**src/rtl/irq_accept_pkg.sv**
```systemverilog
package irq_accept_pkg;

  // Which acceptance rule is in force for the current cycle.
  typedef enum logic [0:0] {
    RULE_STD = 1'b0,  // global mask clear and enable bit set
    RULE_DBG = 1'b1   // enable bit and debug enable bit set, mask ignored
  } accept_rule_e;

  // A set/clear pair for a single software-controlled status bit.
  typedef struct packed {
    logic set;
    logic clr;
  } bit_ctl_t;

  // Next value of a set/clear bit; set dominates clear.
  function automatic logic ctl_next(input logic cur, input bit_ctl_t ctl);
    logic nxt;
    nxt = cur;
    if (ctl.clr) nxt = 1'b0;
    if (ctl.set) nxt = 1'b1;
    return nxt;
  endfunction

endpackage

```
**src/rtl/irq_flag_bank.sv**
```systemverilog
module irq_flag_bank #(
  parameter int N_LINES = 16
) (
  input  logic               clk_i,
  input  logic               rst_ni,
  input  logic [N_LINES-1:0] pulse_i,
  input  logic [N_LINES-1:0] take_oh_i,
  output logic [N_LINES-1:0] flag_o
);

  logic [N_LINES-1:0] flag_q;

  // Each line has its own flop: a new pulse wins over the clear from acceptance.
  for (genvar g = 0; g < N_LINES; g++) begin : g_line
    logic nxt;
    always_comb begin
      nxt = flag_q[g];
      if (take_oh_i[g]) nxt = 1'b0;
      if (pulse_i[g])   nxt = 1'b1;
    end
    always_ff @(posedge clk_i) begin
      if (!rst_ni) flag_q[g] <= 1'b0;
      else         flag_q[g] <= nxt;
    end
  end

  assign flag_o = flag_q;

endmodule

```
**src/rtl/irq_enable_regs.sv**
```systemverilog
module irq_enable_regs #(
  parameter int N_LINES = 16
) (
  input  logic               clk_i,
  input  logic               rst_ni,
  input  logic               en_wr_i,
  input  logic [N_LINES-1:0] en_wdata_i,
  input  logic               dbg_wr_i,
  input  logic [N_LINES-1:0] dbg_wdata_i,
  input  logic [N_LINES-1:0] take_oh_i,
  output logic [N_LINES-1:0] en_o,
  output logic [N_LINES-1:0] dbg_en_o
);

  logic [N_LINES-1:0] en_q, en_d;
  logic [N_LINES-1:0] dbg_q;

  // The software write is applied first; then the accepted bit is cleared.
  always_comb begin
    en_d = en_wr_i ? en_wdata_i : en_q;
    en_d = en_d & ~take_oh_i;
  end

  always_ff @(posedge clk_i) begin
    if (!rst_ni) begin
      en_q  <= '0;
      dbg_q <= '0;
    end else begin
      en_q <= en_d;
      if (dbg_wr_i) dbg_q <= dbg_wdata_i;
    end
  end

  assign en_o     = en_q;
  assign dbg_en_o = dbg_q;

endmodule

```
**src/rtl/irq_pick.sv**
```systemverilog
module irq_pick
  import irq_accept_pkg::*;
#(
  parameter int N_LINES = 16,
  localparam int IDX_W  = (N_LINES > 1) ? $clog2(N_LINES) : 1
) (
  input  logic [N_LINES-1:0] flag_i,
  input  logic [N_LINES-1:0] en_i,
  input  logic [N_LINES-1:0] dbg_en_i,
  input  logic               gmask_i,
  input  accept_rule_e       rule_i,
  output logic [N_LINES-1:0] grant_oh_o,
  output logic [IDX_W-1:0]   grant_idx_o,
  output logic               grant_vld_o
);

  logic [N_LINES-1:0] qual;
  logic [N_LINES-1:0] lower_hit;

  for (genvar g = 0; g < N_LINES; g++) begin : g_qual
    logic gate;
    assign gate    = (rule_i == RULE_DBG) ? dbg_en_i[g] : ~gmask_i;
    assign qual[g] = flag_i[g] & en_i[g] & gate;
    // lower_hit[g]: some line below g also qualifies
    if (g == 0) begin : g_first
      assign lower_hit[g] = 1'b0;
    end else begin : g_rest
      assign lower_hit[g] = lower_hit[g-1] | qual[g-1];
    end
  end

  assign grant_oh_o  = qual & ~lower_hit;
  assign grant_vld_o = |qual;

  always_comb begin
    grant_idx_o = '0;
    for (int i = 0; i < N_LINES; i++) begin
      if (grant_oh_o[i]) grant_idx_o = grant_idx_o | IDX_W'(i);
    end
  end

endmodule

```
**src/rtl/irq_ctrl_state.sv**
```systemverilog
module irq_ctrl_state
  import irq_accept_pkg::*;
#(
  parameter int N_LINES = 16,
  localparam int IDX_W  = (N_LINES > 1) ? $clog2(N_LINES) : 1
) (
  input  logic             clk_i,
  input  logic             rst_ni,
  input  logic             grant_vld_i,
  input  logic [IDX_W-1:0] grant_idx_i,
  input  bit_ctl_t         mask_ctl_i,
  input  bit_ctl_t         prot_ctl_i,
  output logic             gmask_o,
  output logic             prot_o,
  output logic             accept_o,
  output logic [IDX_W-1:0] line_o
);

  logic             gmask_q, prot_q, acc_q;
  logic [IDX_W-1:0] line_q;
  logic             gmask_d, prot_d;

  // Acceptance overrides any software request made at the same edge.
  always_comb begin
    gmask_d = ctl_next(gmask_q, mask_ctl_i);
    prot_d  = ctl_next(prot_q, prot_ctl_i);
    if (grant_vld_i) begin
      gmask_d = 1'b1;
      prot_d  = 1'b0;
    end
  end

  always_ff @(posedge clk_i) begin
    if (!rst_ni) begin
      gmask_q <= 1'b1;
      prot_q  <= 1'b0;
      acc_q   <= 1'b0;
      line_q  <= '0;
    end else begin
      gmask_q <= gmask_d;
      prot_q  <= prot_d;
      acc_q   <= grant_vld_i;
      if (grant_vld_i) line_q <= grant_idx_i;
    end
  end

  assign gmask_o  = gmask_q;
  assign prot_o   = prot_q;
  assign accept_o = acc_q;
  assign line_o   = line_q;

endmodule

```
**src/rtl/irq_accept_top.sv**
```systemverilog
module irq_accept_top
  import irq_accept_pkg::*;
#(
  parameter int N_LINES = 16,
  localparam int IDX_W  = (N_LINES > 1) ? $clog2(N_LINES) : 1
) (
  input  logic               clk_i,
  input  logic               rst_ni,
  input  logic [N_LINES-1:0] irq_pulse_i,
  input  logic               rt_mode_i,
  input  logic               cpu_halted_i,
  input  logic               en_wr_i,
  input  logic [N_LINES-1:0] en_wdata_i,
  input  logic               dbg_en_wr_i,
  input  logic [N_LINES-1:0] dbg_en_wdata_i,
  input  logic               mask_set_i,
  input  logic               mask_clr_i,
  input  logic               prot_wr_set_i,
  input  logic               prot_wr_clr_i,
  output logic [N_LINES-1:0] flag_o,
  output logic [N_LINES-1:0] en_o,
  output logic [N_LINES-1:0] dbg_en_o,
  output logic               gmask_o,
  output logic               prot_wr_en_o,
  output logic               accept_o,
  output logic [IDX_W-1:0]   accept_line_o
);

  accept_rule_e       rule;
  logic [N_LINES-1:0] grant_oh;
  logic [IDX_W-1:0]   grant_idx;
  logic               grant_vld;
  bit_ctl_t           mask_ctl, prot_ctl;

  // The halted-debug rule needs both real-time emulation and a halted core.
  assign rule     = (rt_mode_i && cpu_halted_i) ? RULE_DBG : RULE_STD;
  assign mask_ctl = '{set: mask_set_i, clr: mask_clr_i};
  assign prot_ctl = '{set: prot_wr_set_i, clr: prot_wr_clr_i};

  irq_flag_bank #(.N_LINES(N_LINES)) u_flags (
    .clk_i     (clk_i),
    .rst_ni    (rst_ni),
    .pulse_i   (irq_pulse_i),
    .take_oh_i (grant_oh),
    .flag_o    (flag_o)
  );

  irq_enable_regs #(.N_LINES(N_LINES)) u_enables (
    .clk_i       (clk_i),
    .rst_ni      (rst_ni),
    .en_wr_i     (en_wr_i),
    .en_wdata_i  (en_wdata_i),
    .dbg_wr_i    (dbg_en_wr_i),
    .dbg_wdata_i (dbg_en_wdata_i),
    .take_oh_i   (grant_oh),
    .en_o        (en_o),
    .dbg_en_o    (dbg_en_o)
  );

  irq_pick #(.N_LINES(N_LINES)) u_pick (
    .flag_i      (flag_o),
    .en_i        (en_o),
    .dbg_en_i    (dbg_en_o),
    .gmask_i     (gmask_o),
    .rule_i      (rule),
    .grant_oh_o  (grant_oh),
    .grant_idx_o (grant_idx),
    .grant_vld_o (grant_vld)
  );

  irq_ctrl_state #(.N_LINES(N_LINES)) u_ctrl (
    .clk_i       (clk_i),
    .rst_ni      (rst_ni),
    .grant_vld_i (grant_vld),
    .grant_idx_i (grant_idx),
    .mask_ctl_i  (mask_ctl),
    .prot_ctl_i  (prot_ctl),
    .gmask_o     (gmask_o),
    .prot_o      (prot_wr_en_o),
    .accept_o    (accept_o),
    .line_o      (accept_line_o)
  );

endmodule

```
**config.mk**
```make
export PLATFORM = sky130hd
export DESIGN_NAME = irq_accept_top
export DESIGN_NICKNAME = d
export VERILOG_FILES = /design/src/rtl/irq_accept_pkg.sv /design/src/rtl/irq_flag_bank.sv /design/src/rtl/irq_enable_regs.sv /design/src/rtl/irq_pick.sv /design/src/rtl/irq_ctrl_state.sv /design/src/rtl/irq_accept_top.sv
export SDC_FILE = /design/constraint.sdc
export NUM_CORES = 1
export LEC_CHECK = 0
export BUFFER_PORTS_ARGS = -buffer_cell sky130_fd_sc_hd__buf_2
export CORE_ASPECT_RATIO = 0.9
export CORE_MARGIN = 3
export CORE_UTILIZATION = 48
export DETAILED_ROUTE_END_ITERATION = 7
export PLACE_DENSITY = 0.78
export SETUP_SLACK_MARGIN = 0.02
export SYNTH_ARGS = -nofsm -noshare
export SYNTH_HDL_FRONTEND = slang
export SYNTH_HIERARCHICAL = 1
export SYNTH_SLANG_ARGS = --single-unit
export TNS_END_PERCENT = 100
```
**constraint.sdc**
```tcl
create_clock -name clk_i -period 2.2 [get_ports clk_i]
set_input_delay 0.11 -clock clk_i [delete_from_list [all_inputs] [get_ports clk_i]]
set_output_delay 0.11 -clock clk_i [all_outputs]
set_load 0.03 [all_outputs]
```
=== After elaboration in Yosys (flattened, before gate mapping) ===
Index checks and enable logic that the tools add are counted.

* Bits of input ports: 58
* Word-level logic and storage cells: 162
* Flip-flop bits (word level): 55

* Multiplexer cells: 67
* Bitwise logic cells: 52
* Reduce and logical (&&, ||, !) cells: 21

{| class="wikitable"
|+ Operators by type and width
! operator !! number
|-
| 1-bit two-way mux || 52
|-
| 2-bit nonzero test || 17
|-
| 1-bit bitwise AND || 32
|-
| 16-bit bitwise AND || 2
|-
| 4-bit two-way mux || 8
|-
| 16-bit NOT || 2
|-
| 18-bit OR reduction || 1
|-
| 17-bit OR reduction || 1
|-
| 16-bit two-way mux || 1
|-
| 16-bit OR reduction || 1
|-
| 1-bit OR || 14
|-
| 3-bit two-way mux || 4
|-
| 2-bit two-way mux || 2
|-
| 1-bit NOT || 2
|-
| 1-bit logical AND || 1
|}

=== Depth between registers and ports, before layout ===
* Depth after elaboration: 35
* Depth in mapped cells: 11
* Mapped depth without buffers: 9

=== Hierarchy ===
The synthesis kept the hierarchy.

{| class="wikitable"
|+ Modules (own cells, without submodules)
! module !! sequential area each (um2) !! area each (um2) !! instances !! cells an instance
|-
| irq_enable_regs || 640.6 || 1,296.2 || 1 || 103
|-
| irq_pick || 0.0 || 589.3 || 1 || 103
|-
| irq_flag_bank || 320.3 || 571.8 || 1 || 50
|-
| irq_ctrl_state || 140.1 || 265.3 || 1 || 23
|-
| irq_accept_top || 0.0 || 6.3 || 1 || 1
|}

=== Worst setup path before layout ===
OpenSTA, ideal clock, no wires.

* Path kind: reg2reg
* From: register u_ctrl.gmask_q (netlist: u_ctrl/gmask_o)
* To: register u_ctrl.gmask_q (netlist: u_ctrl/gmask_o)
* Path buffers: 2
* Data required time: 2.080 ns
* Setup slack: 0.034 ns
* Library setup time: 0.120 ns
* Arrival: 2.047 ns
* Cell stages (with the launch flop): 10
* Path through: dfxtp_1 > or2_1 > buf_4 > a21oi_1 > nor4_4 > and3_4 > nand3_1 > buf_6 > nand2b_4 > a211o_1

* Longest elaborated chain between the ends: 4
* Elaborated cells between the ends (all ways): 34
* Classes of those cells: mux: 16; bitwise: 17; reduce/logical: 1

{| class="wikitable"
|+ RTL lines
! element !! line !! source
|-
| from (decl) || irq_ctrl_state.sv:19 || <nowiki>logic gmask_q, prot_q, acc_q;</nowiki>
|-
| from (signal assigned) || irq_ctrl_state.sv:40 || <nowiki>gmask_q <= gmask_d;</nowiki>
|-
| 1-bit NOT * || irq_pick.sv:22 || <nowiki>assign gate = (rule_i == RULE_DBG) ? dbg_en_i[g] : ~gmask_i;</nowiki>
|-
| 1-bit two-way mux || irq_pick.sv:22 ||
|-
| 1-bit bitwise AND || irq_pick.sv:23 || <nowiki>assign qual[g] = flag_i[g] & en_i[g] & gate;</nowiki>
|-
| 18-bit OR reduction (no source line) * || - ||
|}

Mark *: on every way between the ends. The rest lies on a longest branch, timed or not.
A chain may end at the register's enable or synchronous reset.

=== Worst setup path after layout ===
* From: register u_ctrl.gmask_q (netlist: u_ctrl/gmask_o)
* To: register u_flags.flag_q[9] (netlist: u_flags/flag_o[9])

* Longest elaborated chain between the ends: 14
* Elaborated cells between the ends (all ways): 32
* Classes of those cells: mux: 10; bitwise: 21; reduce/logical: 1

{| class="wikitable"
|+ RTL lines
! element !! line !! source
|-
| 1-bit NOT * || irq_pick.sv:22 ||
|-
| 1-bit two-way mux || irq_pick.sv:22 ||
|-
| 1-bit bitwise AND || irq_pick.sv:23 ||
|-
| 1-bit OR (8 in a row) || irq_pick.sv:28 || <nowiki>assign lower_hit[g] = lower_hit[g-1] | qual[g-1];</nowiki>
|-
| 16-bit NOT || irq_pick.sv:32 || <nowiki>assign grant_oh_o = qual & ~lower_hit;</nowiki>
|-
| 16-bit bitwise AND * || irq_pick.sv:32 ||
|-
| net grant_oh[9] || irq_accept_top.sv:30 || <nowiki>logic [N_LINES-1:0] grant_oh;</nowiki>
|-
| 2-bit nonzero test (no source line) * || - ||
|-
| to (signal, indexed assignment) || irq_flag_bank.sv:23 || <nowiki>else flag_q[g] <= nxt;</nowiki>
|-
| to (decl) || irq_flag_bank.sv:11 || <nowiki>logic [N_LINES-1:0] flag_q;</nowiki>
|}

The timed path passes the listed nets; every way through them passes the cells marked *.

==> results.md <==
* DR DRC count at 0
* Largest net degree at the start of global routing at 55
* Synth Warn # at 6
* Synthesized area per cell at 9.75 um2
* Cells along the critical path: buf_4 > nor2b_2 > nor3_2 > nor4_4 > buf_4 > nand3_1 > nor3b_1 > nor2b_1 > o21a_1
* Final min period at 2.01 ns
* CTS tree: yes
* CP startpoint kind: flop
* Fin util at 64.5%
* Setup TNS at 0 ns
* Leakage at 1.70 nW
* Final-layout fill cell count at 503
* Post-synth top flop: dfxtp_1
* First-pass GRT wire length at 10.7 mm
* Critical Path AT at 2.22 ns
* Final hold violation count at 0
* Period Utilization, post-route at 91.3%
* TritonCTS buffer count at 5
* Ant diodes at 0
* Post-Synthesis Cells at 280
* CP delay by family, top: simple AND/OR/NAND/NOR gates
* Vias per cell at 5.00
* Setup Viol. Count Final at 0
* Most common cell after layout, fill and taps aside: buf_2
* Setup crit start: u_ctrl/gmask_o
* Relative slew margins at 46.0%
* Detailed placement HPWL at 5.11 mm
* GPL Wtd Cong at 0.782
* Endpoint type of the worst setup path: flop
* Slew Viols, Final at 0
* CP max-delay cell: dfxtp_1
* Post-Syn Area at 2730 um2
* Die height at 77.5 um
* CP dominant cell by count: buf_4
* CTS Buffer Depth at 2
* CP bufs+invs at 2
* Number of synthesized register bits at 55
* CP max stage delay at 0.38 ns
* Worst Path Required at 2.41 ns
* Hold Startpoint: irq_pulse_i[15]
* Synthesized Nets at 338
* Antenna-violating nets left at 0
* GRT Resource Usage Total at 19.7%
* Maxcap violations at 0
* PwrDens at 620 nW/um2
* Synth unique cells at 39
* Fmax at 0.498 GHz
* Core area at 5380 um2
* Vias in the first global route at 2311
* Clock skew at 0.00363 ns
* Post-synth EDFFs at 0
* RR Startpoint: u_ctrl/gmask_o
* Sequential share of the synthesized area at 40.3%
* RSZ-0062 raised after global routing: false
* Largest fanout on the critical path at 5
* Clk root buf: clkbuf_8
* Worst-Margin Slew at 0.809 ns
* Max IR drop VDD at 0.000346 V
* WL/cell at 13.9 um
* Tightest Hold Check Type: in2reg
* Status: complete, no violations
* Most frequent cells in the layout: 112 x buf_2, 55 x dfxtp_1, 40 x nor2b_1
* H-tree levels at 2
* Insertion delay to the later sink of the worst-skew pair at 0.30 ns
* Starting DRC count in detailed routing at 73
* Synth async-reset ratio at 0%
* Share of post-route cells with drive strength above 1 at 39.6%
* Starting Density at 50.7%
* Chip Width at 85.5 um
* Total grt overflow at 0
* Detailed Routing Iterations Pass 1 at 4
* Initial antenna violation count at 0
* Layout area overhead at 27.1%
* Routed via count at 2347
* IO Pins at 113
* Port Buffers at 112
* Num rows at 25
* Die area at 6630 um2
* Fin nets at 459
* Final WL at 6.51 mm
* CP Class: reg2reg
* Clk sink count at 55
* Reg clk slew, reported paths at 0.09 ns
## power breakdown
group | total (mW) | switching [mW] | internal, mW
Combinational | 0.454 | 0.265 | 0.189
Clock | 0.596 | 0.308 | 0.288
Sequential | 1.10 | 0.0446 | 1.06
Total | 2.15 | 0.617 | 1.53
## worst paths after layout
check	end	slack, ns	depth (start not counted)
worst max-delay path	u_flags/flag_o[9]	0.19	9
worst min register to register	u_ctrl/prot_o	0.48	2
worst max register to register	u_flags/flag_o[9]	0.19	9
worst min-delay path	u_flags/flag_o[15]	0.005	2
## repair_timing
item | in CTS | in global routing
endpoints found under the hold margin | 1 | 0
gates resized for setup | 0 | 3
setup endpoints to repair | 0 | 13
hold buffers | 1 | 0
setup buffers | 0 | 1
## through the flow
stage	setup WS [ns]	power, mW	area (um2)	cells	hold slack, ns
4_1_cts	0.0608	2.16	3450	468	0.00241
2_1_floorplan	0.0335	1.44	2730	280	0.209
6_report	0.192	2.15	3470	469	0.00487
3_5_place_dp	0.0869	1.58	3340	459	0.306
3_3_place_gp	0.184	1.57	3340	459	0.312
5_1_grt	0.0431	2.24	3470	469	0.00225
## sequential cells by signal (all words and copies together), names as in the netlist
name                flops
u_enables/dbg_en_o     16
u_flags/flag_o         16
u_ctrl/gmask_o          1
u_ctrl/line_o           4
u_enables/en_o         16
u_ctrl/prot_o           1
u_ctrl/accept_o         1
## final cells by class
| class | instances | area [um2] | share of cell area, % |
|---|---|---|---|
| well taps | 67 | 83.8 | 2.42 |
| inverters | 4 | 15.0 | 0.433 |
| clock buffers | 8 | 100 | 2.88 |
| multi-input cells | 208 | 1490 | 43.1 |
| flip-flops and latches | 55 | 1100 | 31.7 |
| repair buffers | 127 | 676 | 19.5 |
## synth_stat cells (2+ instances only)
library cell | count | share of area [%]
buf_6 | 6 | 2.5
buf_12 | 2 | 1.5
nand2b_1 | 2 | 0.46
inv_1 | 4 | 0.55
nand3_1 | 3 | 0.55
nor3_2 | 2 | 0.73
nand2_1 | 31 | 4.3
and2_2 | 2 | 0.55
mux2i_1 | 36 | 13
nor2b_1 | 40 | 9.2
clkbuf_1 | 3 | 0.41
nor3b_2 | 11 | 5.0
nor3b_1 | 7 | 1.9
nor2_1 | 11 | 1.5
a21oi_1 | 12 | 2.2
dfxtp_1 | 55 | 40
o211ai_1 | 4 | 1.1
and2_1 | 8 | 1.8
nor3_1 | 3 | 0.55
a21boi_0 | 2 | 0.55
o21ai_0 | 2 | 0.37
o21a_1 | 17 | 4.7
## worst reg2reg max path, cell delays in order (launching register included)
cell     delay, ns
dfxtp_1       0.38
buf_4         0.13
nor2b_2       0.16
nor3_2        0.08
nor4_4        0.30
buf_4         0.18
nand3_1       0.09
nor3b_1       0.33
nor2b_1       0.09
o21a_1        0.17
## layer usage
layer	share of wire (%)	track usage, %	up-vias
met1	45	24.9	1066
met4	1.1	4.91	0
li1	-	-	1194
met2	46	32.7	77
met5	0	0	-
met3	8.1	6.16	10
## cells by family (layout without fill, tap and decap cells)
family          count (synthesis)  count (layout)  share of synthesized area, %
flops                          55              55                          40.3
simple gates                  129             129                          30.1
mux                            36              36                          13.2
compound gates                 43              43                          11.0
buf+inv                        17             139                          5.36
(Power assumes the default switching activity.)
